==> config.mk <==
export PLATFORM = sky130hd
export DESIGN_NAME = periph_clk_gate_ctrl
export DESIGN_NICKNAME = d
export VERILOG_FILES = /design/src/rtl/pcg_pkg.sv /design/src/rtl/pcg_decode.sv /design/src/rtl/pcg_bank.sv /design/src/rtl/pcg_rdmux.sv /design/src/rtl/periph_clk_gate_ctrl.sv
export SDC_FILE = /design/constraint.sdc
export NUM_CORES = 1
export LEC_CHECK = 0
export ABC_AREA = 1
export BUFFER_PORTS_ARGS = -buffer_cell sky130_fd_sc_hd__buf_2
export CAP_MARGIN = 0
export CORE_ASPECT_RATIO = 0.7
export CORE_MARGIN = 2
export CORE_UTILIZATION = 54
export CTS_BUF_LIST = sky130_fd_sc_hd__clkbuf_8
export CTS_CLUSTER_DIAMETER = 30
export DETAILED_ROUTE_END_ITERATION = 12
export PLACE_DENSITY = 0.93
export SYNTH_ARGS = -nofsm -noshare
export SYNTH_HDL_FRONTEND = slang
export SYNTH_SLANG_ARGS = --single-unit
==> constraint.sdc <==
create_clock -name clk -period 2.83 [get_ports clk]
set_input_delay 0.4245 -clock clk [delete_from_list [all_inputs] [get_ports clk]]
set_output_delay 0.4245 -clock clk [all_outputs]
set_load 0.05 [all_outputs]
==> src/rtl/pcg_pkg.sv <==
`timescale 1ns/1ps
package pcg_pkg;

  // Register kinds selected by address bits [3:2]
  typedef enum logic [1:0] {
    RK_SET  = 2'b00,
    RK_CLR  = 2'b01,
    RK_STAT = 2'b10,
    RK_RSVD = 2'b11
  } reg_kind_e;

  localparam int KIND_LSB = 2;
  localparam int GRP_LSB  = 4;

  function automatic reg_kind_e kind_of(input logic [1:0] field);
    return reg_kind_e'(field);
  endfunction

  // Next state of one group: clear beats set, unbuilt bits forced low
  function automatic logic [31:0] next_run(input logic [31:0] cur,
                                           input logic [31:0] set_b,
                                           input logic [31:0] clr_b,
                                           input logic [31:0] impl);
    return ((cur | set_b) & ~clr_b) & impl;
  endfunction

endpackage

==> src/rtl/pcg_decode.sv <==
`timescale 1ns/1ps
module pcg_decode #(
  parameter int ADDR_W  = 8,
  parameter int NUM_GRP = 2,
  parameter int REG_W   = 32,
  localparam int GSEL_W = ADDR_W - pcg_pkg::GRP_LSB
) (
  input  logic [ADDR_W-1:0]        addr,
  input  logic                     we,
  input  logic [REG_W-1:0]         wdata,
  output logic [NUM_GRP*REG_W-1:0] set_vec,
  output logic [NUM_GRP*REG_W-1:0] clr_vec,
  output logic                     rd_hit,
  output logic [GSEL_W-1:0]        rd_grp
);
  import pcg_pkg::*;

  logic [GSEL_W-1:0] grp;
  logic [1:0]        align;
  reg_kind_e         kind;
  logic              mapped;

  assign grp    = addr[ADDR_W-1:GRP_LSB];
  assign align  = addr[KIND_LSB-1:0];
  assign kind   = kind_of(addr[GRP_LSB-1:KIND_LSB]);
  assign mapped = (align == 2'b00) && (int'(grp) < NUM_GRP);
  assign rd_hit = mapped && (kind == RK_STAT);
  assign rd_grp = grp;

  for (genvar g = 0; g < NUM_GRP; g++) begin : g_grp
    logic sel;
    assign sel = we && mapped && (grp == GSEL_W'(g));
    assign set_vec[g*REG_W +: REG_W] = (sel && kind == RK_SET) ? wdata : '0;
    assign clr_vec[g*REG_W +: REG_W] = (sel && kind == RK_CLR) ? wdata : '0;
  end

endmodule

==> src/rtl/pcg_bank.sv <==
`timescale 1ns/1ps
module pcg_bank #(
  parameter int               REG_W = 32,
  parameter logic [REG_W-1:0] IMPL  = '1
) (
  input  logic             clk,
  input  logic             rst_n,
  input  logic [REG_W-1:0] set_bits,
  input  logic [REG_W-1:0] clr_bits,
  output logic [REG_W-1:0] run
);
  import pcg_pkg::*;

  logic [REG_W-1:0] run_q;

  always_ff @(posedge clk or negedge rst_n) begin
    if (!rst_n) run_q <= '0;
    else        run_q <= next_run(run_q, set_bits, clr_bits, IMPL);
  end

  assign run = run_q;

endmodule

==> src/rtl/pcg_rdmux.sv <==
`timescale 1ns/1ps
module pcg_rdmux #(
  parameter int NUM_GRP = 2,
  parameter int REG_W   = 32,
  parameter int GSEL_W  = 4
) (
  input  logic [NUM_GRP*REG_W-1:0] run_all,
  input  logic                     rd_hit,
  input  logic [GSEL_W-1:0]        rd_grp,
  output logic [REG_W-1:0]         rdata
);
  always_comb begin
    rdata = '0;
    for (int g = 0; g < NUM_GRP; g++) begin
      if (rd_hit && rd_grp == GSEL_W'(g)) rdata = run_all[g*REG_W +: REG_W];
    end
  end
endmodule

==> src/rtl/periph_clk_gate_ctrl.sv <==
`timescale 1ns/1ps
module periph_clk_gate_ctrl #(
  parameter int ADDR_W  = 8,
  parameter int NUM_GRP = 2,
  parameter int REG_W   = 32,
  parameter logic [NUM_GRP*REG_W-1:0] IMPL_MASK = 64'h0FFF_FFFF_FFFF_FFFF,
  localparam int NUM_ID = NUM_GRP * REG_W,
  localparam int GSEL_W = ADDR_W - pcg_pkg::GRP_LSB
) (
  input  logic              clk,
  input  logic              rst_n,
  input  logic [ADDR_W-1:0] reg_addr,
  input  logic [REG_W-1:0]  reg_wdata,
  input  logic              reg_we,
  output logic [REG_W-1:0]  reg_rdata,
  output logic [NUM_ID-1:0] clk_en_o
);

  // Named internal events for the checker
  logic [NUM_ID-1:0] set_vec;
  logic [NUM_ID-1:0] clr_vec;
  logic              rd_hit;
  logic [GSEL_W-1:0] rd_grp;
  logic [NUM_ID-1:0] run_all;

  pcg_decode #(.ADDR_W(ADDR_W), .NUM_GRP(NUM_GRP), .REG_W(REG_W)) u_dec (
    .addr    (reg_addr),
    .we      (reg_we),
    .wdata   (reg_wdata),
    .set_vec (set_vec),
    .clr_vec (clr_vec),
    .rd_hit  (rd_hit),
    .rd_grp  (rd_grp)
  );

  for (genvar g = 0; g < NUM_GRP; g++) begin : g_bank
    pcg_bank #(.REG_W(REG_W), .IMPL(IMPL_MASK[g*REG_W +: REG_W])) u_bank (
      .clk      (clk),
      .rst_n    (rst_n),
      .set_bits (set_vec[g*REG_W +: REG_W]),
      .clr_bits (clr_vec[g*REG_W +: REG_W]),
      .run      (run_all[g*REG_W +: REG_W])
    );
  end

  pcg_rdmux #(.NUM_GRP(NUM_GRP), .REG_W(REG_W), .GSEL_W(GSEL_W)) u_rd (
    .run_all (run_all),
    .rd_hit  (rd_hit),
    .rd_grp  (rd_grp),
    .rdata   (reg_rdata)
  );

  assign clk_en_o = run_all;

endmodule

==> impl_results.md, run 1 <==
- Outcome: finished clean
- Final hold viol count: 0
- Post-synth top area cell: dfrtp_1
- Final Core Density: 0.714
- Die Wd: 97.5 um
- Critical path type: primary input to primary output
- Final nets: 586
- Total Negative Setup Slacks: 0 ns
- ANT cells: 0
- Max Slew Vio Count: 0
- Layout cells sized above 1: 0.314
- Routed length per instance: 15.6 um
- Aggregate global routing overflow: 0
- Pin slew with the least headroom to its limit: 0.700 ns
- CTS root buf: clkbuf_8
- Leakage: 2.30 nW
- Io pins: 139
- Initial antenna violation count: 0
- # DRC: 0
- Peak VDD IR: 271 uV
- Warnings from Yosys: 0
- Starting Density: 0.568
- Total Routing Usage GR: 0.285
- Routed Antenna Nets: 0
- Die area: 0.00677 mm2
- Clk buf depth: 2
- Synth top area cells: dfrtp_1 (45%), nand4_1 (11%), inv_1 (11%), a21oi_1 (9.1%), nor2_1 (7.6%)
- CTS sink cnt: 60
- Clock Pin Slew Worst Setup and Hold Paths: 0.06 ns
- CP startpoint kind: primary input
- Final setup violation count: 0
- Clk_skew: 0 ns
- Crit-path max FO: 28
- Worst setup EP type: primary output
- RSZ-0062 raised after global routing: false
- Via density: 5.65
- Skew-Pair Late Insertion Delay: 0.33 ns
- Hold Slack: 0.139 ns
- Worst EP required: 2.41 ns
- Number of global-route vias before repair: 3258
- CTS Buf Count: 9
- Slew margin rel.: 0.534
- CTS H-Tree Depth: 3
- Number of core rows: 23
- CTS tree: built
- Max FFs per register: 60
- Hold Buf Count CTS: 0
- Post-synthesis cell type count: 21
- Area delta synth->final: 25.7%
- Detailed Route Iter0 Violations: 187
- Max_cap viols: 0
- Fin crit period: 2.28 ns
- Post-Route WL: 9.74 mm
- Mapped Area: 0.00330 mm2
- Synth Register Bits: 60
- Tcrit/Tclk final: 0.807
- Core ar.: 0.00581 mm2
- PwrDens: 487 mW/mm2
- Maximum number of pins on one net before global-route repair: 34
- PortBufs: 134
- GPL Wtd Cong: 0.805
- DIE HEIGHT: 69.4 um
- First-pass GRT wire length: 15.6 mm
- Min-Delay Path Class: primary input to asynchronous set/reset pin
- FMAX: 0.438 GHz
- Post-synth top area share: 0.455
- Mapped Cells: 416
- CP Data Arrival Time: 1.86 ns
- Post CTS Setup Buffer Count: 0
- Synthesized area per cell: 7.94 um2
- Placed wire-length estimate: 6.80 mm
- Sequential area share after synthesis: 0.455
- Drt first pass iters: 5
- Via count: 3521
- Post_cts resized: 0
[stage by stage]
step / instance area (um2) / std cells / worst slack, ns / power [mW]
floorplan: 3310 / 419 / 0.563 / 1.20
global placement: 3970 / 607 / 0.622 / 1.33
detailed placement: 3970 / 607 / 0.589 / 1.34
CTS: 4150 / 623 / 0.583 / 2.03
global route: 4150 / 623 / 0.440 / 2.10
finish: 4150 / 623 / 0.545 / 2.02
[layout make-up]
class	count	area (um2)
clock inverters	4	16.3
repair buffers	145	766
inverters	98	368
flip-flops and latches	60	1500
well taps	75	93.8
fillers	478	1660
clock buffers	12	165
multi-input cells	229	1240
[final timing paths]
kind | startpoint | end | slack [ns] | cells past startpoint
worst max-delay path | reg_addr[1] | reg_rdata[13] | 0.55 | 7
worst min-delay path | rst_n | g_bank[0].u_bank.run[28] | 0.14 | 1
worst max register to register | g_bank[0].u_bank.run[3] | g_bank[0].u_bank.run[3] | 2.12 | 2
worst min register to register | g_bank[0].u_bank.run[1] | g_bank[0].u_bank.run[1] | 0.54 | 2
max in group asynchronous | rst_n | g_bank[1].u_bank.run[10] | 1.82 | 2
min in group clk | reg_wdata[13] | g_bank[0].u_bank.run[13] | 0.39 | 3
[layer usage]
| layer | track usage | wire length, um |
|---|---|---|
| met5 | 0 | 0 |
| met2 | 0.465 | 4700 |
| met4 | 0.0926 | 114 |
| met3 | 0.0726 | 1020 |
| met1 | 0.374 | 3910 |
[critical path, stage by stage]
cell     delay, ns
buf_2         0.11
nor2_2        0.14
inv_2         0.08
nor2_8        0.16
nand3_4       0.32
o22ai_1       0.32
buf_2         0.32
[power by group]
part | internal [mW] | leakage (nW) | switching (mW) | total, mW
Combinational | 0.0864 | 1.65 | 0.316 | 0.403
Clock | 0.379 | 0.106 | 0.319 | 0.698
Sequential | 0.899 | 0.543 | 0.0242 | 0.923
[synth_stat cells, drive strengths merged]
library cell / instances
o22ai: 28
buf: 23
nand4: 62
nand2: 1
nor2: 71
dfrtp: 60
conb: 1
nand3: 3
clkbuf: 9
a21oi: 60
inv: 98
[cells in the final DEF (no fill, tap or decap), drive strengths merged]
cell type / count
clkbuf: 12
buf: 145
o22ai: 28
nor2: 71
conb: 4
nand2: 1
nand3: 3
nand4: 62
a21oi: 60
dfrtp: 60
inv: 101
clkinv: 1
[logic make-up (layout without fill, tap and decap cells)]
kind of cell	after synthesis	after routing	share of synthesized area
and+or+nand+nor	137	137	0.225
buffers and inverters	130	259	0.175
AOI/OAI and AO/OA	88	88	0.144
DFF	60	60	0.455
other	1	4	0.00114
No activity file was read; power rests on OpenSTA's default activity.
==> run 2, diff against run 1 <==
--- a/config.mk
+++ b/config.mk
@@ -10,11 +10,11 @@
 export CAP_MARGIN = 0
 export CORE_ASPECT_RATIO = 0.7
 export CORE_MARGIN = 2
-export CORE_UTILIZATION = 54
+export CORE_UTILIZATION = 50
 export CTS_BUF_LIST = sky130_fd_sc_hd__clkbuf_8
 export CTS_CLUSTER_DIAMETER = 30
 export DETAILED_ROUTE_END_ITERATION = 12
-export PLACE_DENSITY = 0.93
+export PLACE_DENSITY = 0.87
 export SYNTH_ARGS = -nofsm -noshare
 export SYNTH_HDL_FRONTEND = slang
 export SYNTH_SLANG_ARGS = --single-unit
==> constraint.sdc (replaced) <==
create_clock -name clk -period 2.4 [get_ports clk]
set_input_delay 0.36 -clock clk [delete_from_list [all_inputs] [get_ports clk]]
set_output_delay 0.36 -clock clk [all_outputs]
set_load 0.05 [all_outputs]
==> run 2 against run 1 <==
  * Register-to-register slack got worse by 0.45 ns
  * Critical path depth unchanged
  * Die area is 7.6% higher
  * Routed wire length up 2.8%
  * Clock skew unchanged
  * Non-clock buffer count decreased by 1
  * Flip-flop and latch count unchanged
  * Final cell count is the same
  * Combinational power rose by 18%
  * Clock power is 20% higher
  * Highest routed layer unchanged
  * Critical path type unchanged
==> impl_results.md, run 2 (synthesis gave the netlist of run 1 again) <==
- Outcome: finished clean
- PnR worst setup slack: 0.238 ns (-0.307 ns)
- DIE HEIGHT: 72.0 um (+3.7%)
- Fin crit period: 2.16 ns
- Max Slew Vio Count: 0 (unchanged)
- Peak VDD IR: 388 uV (+43%)
- Clk_skew: 0 ns (unchanged)
- CP Data Arrival Time: 1.80 ns (-0.06 ns)
- CTS root buf: clkbuf_8
- Total Routing Usage GR: 0.281 (-0.00380)
- Number of global-route vias before repair: 3381 (+3.8%)
- CP max-delay cell: nand3_4
- Worst EP required: 2.04 ns (-0.37 ns)
- First-pass GRT wire length: 16.1 mm (+3.2%)
- Worst setup EP type: primary output
- CTS tree: built
- Core ar.: 0.00631 mm2 (+8.5%)
- Final hold viol count: 0 (unchanged)
- Max_cap viols: 0 (unchanged)
- Worst slack at placement: 0.245 ns (-0.345 ns)
- Initial antenna violation count: 0 (unchanged)
- Pin slew with the least headroom to its limit: 0.631 ns (-0.0685 ns)
- Detailed Route Iter0 Violations: 254 (+36%)
- ANT cells: 0 (unchanged)
- Most frequent cells in the layout: buf_2 (134), inv_1 (94), nor2_1 (66)
- Drt first pass iters: 5 (unchanged)
- RSZ-0062 raised after global routing: false
- Via density: 5.61 (-0.65%)
- Critical R2R Launch: g_bank[1].u_bank.run[9]
- Most common cell after layout, fill and taps aside: buf_2
- Min-Delay Path Class: primary input to asynchronous set/reset pin
- Area delta synth->final: 25.4%
- Io pins: 139 (unchanged)
- Layout cells sized above 1: 0.316 (+0.00173)
- Skew-Pair Late Insertion Delay: 0.33 ns (about the same)
- Routed length per instance: 16.1 um (+2.8%)
- Routed Antenna Nets: 0 (unchanged)
- Most common cell on crit path: buf_2
- Worst-case reg-to-reg path depth: 2 (unchanged)
- PortBufs: 134 (unchanged)
- Maximum number of pins on one net before global-route repair: 61 (+79%)
- Post CTS Setup Buffer Count: 0 (unchanged)
- Max stage delay on crit path: 0.33 ns (about the same)
- Crit-path max FO: 28 (unchanged)
- Starting Density: 0.524 (-0.0444)
- Final setup violation count: 0 (unchanged)
- Reg2Reg Setup Slack: 1.67 ns (-0.45 ns)
- CP startpoint kind: primary input
- Leakage: 2.29 nW (-0.64%)
- Total Negative Setup Slacks: 0 ns (unchanged)
- PwrDens: 581 mW/mm2 (+19%)
- GPL Wtd Cong: 0.803 (-0.20%)
- Aggregate global routing overflow: 0 (unchanged)
- Hold Buf Count CTS: 0 (unchanged)
- Clock Pin Slew Worst Setup and Hold Paths: 0.07 ns (about the same)
- Max FFs per register: 60 (unchanged)
- Tcrit/Tclk final: 0.901
- # DRC: 0 (unchanged)
- Die Wd: 101 um (+3.8%)
- Die area: 0.00728 mm2 (+7.6%)
- FMAX: 0.462 GHz
- Final nets: 585 (-0.17%)
- Placed wire-length estimate: 6.79 mm (-0.15%)
- Critical path type: primary input to primary output
- Slew margin rel.: 0.579 (+0.0456)
- Number of core rows: 24 (+4.3%)
- Post-Route WL: 10.0 mm (+2.8%)
- CTS sink cnt: 60 (unchanged)
- Fill cells: 540 (+13%)
- Clk buf depth: 2 (unchanged)
- Via count: 3498 (-0.65%)
- CTS Buf Count: 9 (unchanged)
- Post_cts resized: 0 (unchanged)
- Cell breakdown of the critical path: buf_2, nor2_2, nand2_2, nor2_8, nand3_4, o22ai_1, buf_2
- CTS H-Tree Depth: 3 (unchanged)
- Reg2reg end: g_bank[1].u_bank.run[9]
[run 2: changes by cell type in the layout (fill, tap and decap cells not counted)]
cell | before | now
inv_1 | 97 | 94
buf_4 | 10 | 9
clkinv_2 | 1 | 2
[run 2: critical path, delay by kind of cell]
| family | cells | cell delay [ns] |
|---|---|---|
| buf+inv | 2 | 0.42 |
| compound gates | 1 | 0.30 |
| simple gates | 4 | 0.71 |
[run 2: power by group]
group / leakage (nW) / internal [mW] / switching (mW)
sequential: 0.543 / 1.06 / 0.0282
combinational: 1.65 / 0.104 / 0.373
clock: 0.0941 / 0.445 / 0.396
total: 2.29 / 1.61 / 0.798
[run 2: layer usage]
| metal | up-vias | share of wire | global-route usage |
|---|---|---|---|
| met1 | 1644 | 0.41 | 0.363 |
| met3 | 14 | 0.10 | 0.0819 |
| li1 | 1623 | - | - |
| met5 | - | 0 | 0 |
| met2 | 217 | 0.48 | 0.459 |
| met4 | 0 | 0.011 | 0.0901 |
[run 2: worst max-delay path by stage]
stage,to,startpoint,slack (ns)
floorplan,reg_rdata[10],reg_addr[7],0.26
global placement,reg_rdata[17],reg_addr[7],0.32
global route,reg_rdata[17],reg_addr[1],0.18
finish,reg_rdata[23],reg_addr[7],0.24
detailed placement,reg_rdata[23],reg_addr[7],0.24
CTS,reg_rdata[23],reg_addr[7],0.24
[run 2: layout make-up]
type                       instances  area, um2  area share
timing repair buffer             144        758       0.183
inverter                          98        368      0.0888
multi-input combinational        229       1240       0.300
clock inverter                     2       10.0     0.00242
tap                               78       97.6      0.0236
clock buffer                      12        165      0.0399
sequential                        60       1500       0.363
[run 2: through the flow]
step                      total power [mW]  instance area, um2   util  cells  hold slack [ns]
after global placement                1.57                3970  0.629    609            0.409
final                                 2.41                4140  0.657    623           0.0409
after detailed placement              1.58                3970  0.629    609            0.416
after CTS                             2.41                4140  0.657    623           0.0548
after global routing                  2.49                4140  0.657    623           0.0858
after floorplan                       1.42                3310      -    419           0.0644
==> run 3, diff against run 2 <==
--- a/config.mk
+++ b/config.mk
@@ -15,6 +15,8 @@
 export CTS_CLUSTER_DIAMETER = 30
 export DETAILED_ROUTE_END_ITERATION = 12
 export PLACE_DENSITY = 0.87
+export RECOVER_POWER = 25
+export SLEW_MARGIN = 10
 export SYNTH_ARGS = -nofsm -noshare
 export SYNTH_HDL_FRONTEND = slang
 export SYNTH_SLANG_ARGS = --single-unit
==> run 3 against run 2 <==
  * The run now ends with max-capacitance violations, max-slew violations left
  * Global-route usage unchanged
  * Core utilization about the same
  * Sequential power barely moved
  * Critical endpoint unchanged
  * Largest cell class unchanged
  * Largest power group unchanged
==> impl_results.md, run 3 (synthesis gave the netlist of run 1 again) <==
- Outcome: finished with violations
- Failing checks: max-capacitance violations, max-slew violations
- Max_cap viols: 1 (+1)
- Final cell count without fillers: 623 (unchanged)
- Reg2Reg Setup Slack: 1.67 ns (about the same)
- Die Wd: 101 um (unchanged)
- Final nets: 585 (unchanged)
- Detailed Route Iter0 Violations: 254 (unchanged)
- Tcrit/Tclk final: 0.901 (about the same)
- Cell breakdown of the critical path: buf_2, nor2_2, nand2_2, nor2_8, nand3_4, o22ai_1, buf_2
- Most common cell on crit path: buf_2
- Cell Count Post-Placement: 609 (unchanged)
- PwrDens: 581 mW/mm2 (about the same)
- Total Negative Setup Slacks: 0 ns (unchanged)
- Reg2reg end: g_bank[1].u_bank.run[9]
- CTS sink cnt: 60 (unchanged)
- Critical path endpoint: reg_rdata[23]
- Peak VDD IR: 388 uV (about the same)
- Clk buf depth: 2 (unchanged)
- Number of global-route vias before repair: 3381 (unchanged)
- Pin slew with the least headroom to its limit: 1.51 ns (+0.879 ns)
- Critical R2R Launch: g_bank[1].u_bank.run[9]
- CTS H-Tree Depth: 3 (unchanged)
- RSZ-0062 raised after global routing: false
- PortBufs: 134 (unchanged)
- Fill cells: 541 (+0.19%)
- Hold Slack: 0.310 ns (+0.269 ns)
- # DRC: 0 (unchanged)
- Io pins: 139 (unchanged)
- CP Launch Point: reg_addr[7]
- Routed length per instance: 16.1 um (unchanged)
- Met3 wire length: 1.00 mm (about the same)
- Routed Antenna Nets: 0 (unchanged)
- GPL Wtd Cong: 0.803 (unchanged)
- Critical path type: primary input to primary output
- Aggregate global routing overflow: 0 (unchanged)
- Via count: 3497 (-0.029%)
- Drt first pass iters: 5 (unchanged)
- Cell Area, Placed: 0.00397 mm2 (unchanged)
- Final instance area: 0.00414 mm2 (about the same)
- Cell-internal power: 1.61 mW (about the same)
- Max FFs per register: 60 (unchanged)
- CTS root buf: clkbuf_8
- Skew-Pair Late Insertion Delay: 0.33 ns (about the same)
- Worst slack at placement: 0.245 ns (unchanged)
- DIE HEIGHT: 72.0 um (unchanged)
- Final Core Density: 0.657 (about the same)
- CTS Buf Count: 9 (unchanged)
- Flop pwr share: 0.452 (about the same)
- CP max-delay cell: nand3_4
- Placed wire-length estimate: 6.79 mm (unchanged)
- CP Data Arrival Time: 1.80 ns (about the same)
- Switching Fraction: 0.332 (about the same)
- Worst-case reg-to-reg path depth: 2 (unchanged)
- Hold Buf Count CTS: 0 (unchanged)
- Slew margin rel.: -0.00684 (-0.586)
- Psw: 798 uW (about the same)
- Clock group share of total power: 0.350 (about the same)
- CP startpoint kind: primary input
- Leakage: 2.28 nW (-0.12%)
- Final hold viol count: 0 (unchanged)
- Total Routing Usage GR: 0.281 (unchanged)
- First-pass GRT wire length: 16.1 mm (unchanged)
- CTS tree: built
- Area delta synth->final: 25.3% (about the same)
- Post_cts resized: 0 (unchanged)
- Max Slew Vio Count: 27 (+27)
- Met1 wire length: 4.15 mm (+0.12%)
- Maximum number of pins on one net before global-route repair: 61 (unchanged)
- ANT cells: 0 (unchanged)
- Core ar.: 0.00631 mm2 (unchanged)
- Min-Delay Path Class: primary input to register
- Crit-path max FO: 28 (unchanged)
- Starting Density: 0.524 (unchanged)
- Clock Pin Slew Worst Setup and Hold Paths: 0.07 ns (about the same)
- Via density: 5.61 (about the same)
- Metal2 WL: 4.76 mm (-0.10%)
- FMAX: 0.462 GHz (about the same)
- Number of core rows: 24 (unchanged)
- PnR worst setup slack: 0.237 ns (-0.000739 ns)
- Fin crit period: 2.16 ns (+0.000739 ns)
- Most frequent cells in the layout: buf_2 (133), inv_1 (94), nor2_1 (66)
- Layout cells sized above 1: 0.314 (-0.00183)
- Final setup violation count: 0 (unchanged)
- Post-Route WL: 10.0 mm (unchanged)
- Worst EP required: 2.04 ns (about the same)
- Combinational share of power: 0.198 (about the same)
- Post CTS Setup Buffer Count: 0 (unchanged)
- Initial antenna violation count: 0 (unchanged)
- Die area: 0.00728 mm2 (unchanged)
- Worst setup EP type: primary output
- Max stage delay on crit path: 0.33 ns (about the same)
- Most common cell after layout, fill and taps aside: buf_2
- Highest metal used: met4
- Clk_skew: 0 ns (unchanged)
- Total power: 2.41 mW (about the same)
==> run 3: area by class of cell <==
| cell class | count | area (um2) | area share |
|---|---|---|---|
| clock inverters | 2 | 10.0 | 0.00242 |
| repair buffers | 144 | 757 | 0.183 |
| well taps | 78 | 97.6 | 0.0236 |
| clock buffers | 12 | 165 | 0.0399 |
| multi-input cells | 229 | 1240 | 0.300 |
| inverters | 98 | 368 | 0.0888 |
| flip-flops and latches | 60 | 1500 | 0.363 |
==> run 3: worst min path at each step <==
| stage | depth (start not counted) | startpoint | slack, ns | to |
|---|---|---|---|---|
| global placement | 1 | rst_n | 0.41 | g_bank[0].u_bank.run[29] |
| global route | 3 | reg_wdata[21] | 0.31 | g_bank[1].u_bank.run[21] |
| CTS | 1 | rst_n | 0.05 | g_bank[1].u_bank.run[26] |
| finish | 3 | reg_wdata[29] | 0.31 | g_bank[0].u_bank.run[29] |
| floorplan | 0 | rst_n | 0.06 | g_bank[0].u_bank.run[0] |
| detailed placement | 1 | rst_n | 0.42 | g_bank[0].u_bank.run[29] |
==> run 3: critical path: cells and delay by family <==
kind,cells,cell delay [ns]
compound gates,1,0.30
buf+inv,2,0.42
simple gates,4,0.71
==> run 3: power by group through the flow <==
stage	logic [mW]	clock network (mW)	registers (mW)
3_3_place_gp	0.464	0	1.10
4_1_cts	0.476	0.850	1.09
5_1_grt	0.506	0.893	1.09
6_report	0.477	0.841	1.09
3_5_place_dp	0.475	0	1.10
2_1_floorplan	0.144	0	1.27
==> run 3: per-layer routing <==
layer,vias to the layer above,GRT usage
met1,1643,0.363
met5,-,0
met3,14,0.0819
met2,217,0.459
li1,1623,-
met4,0,0.0901
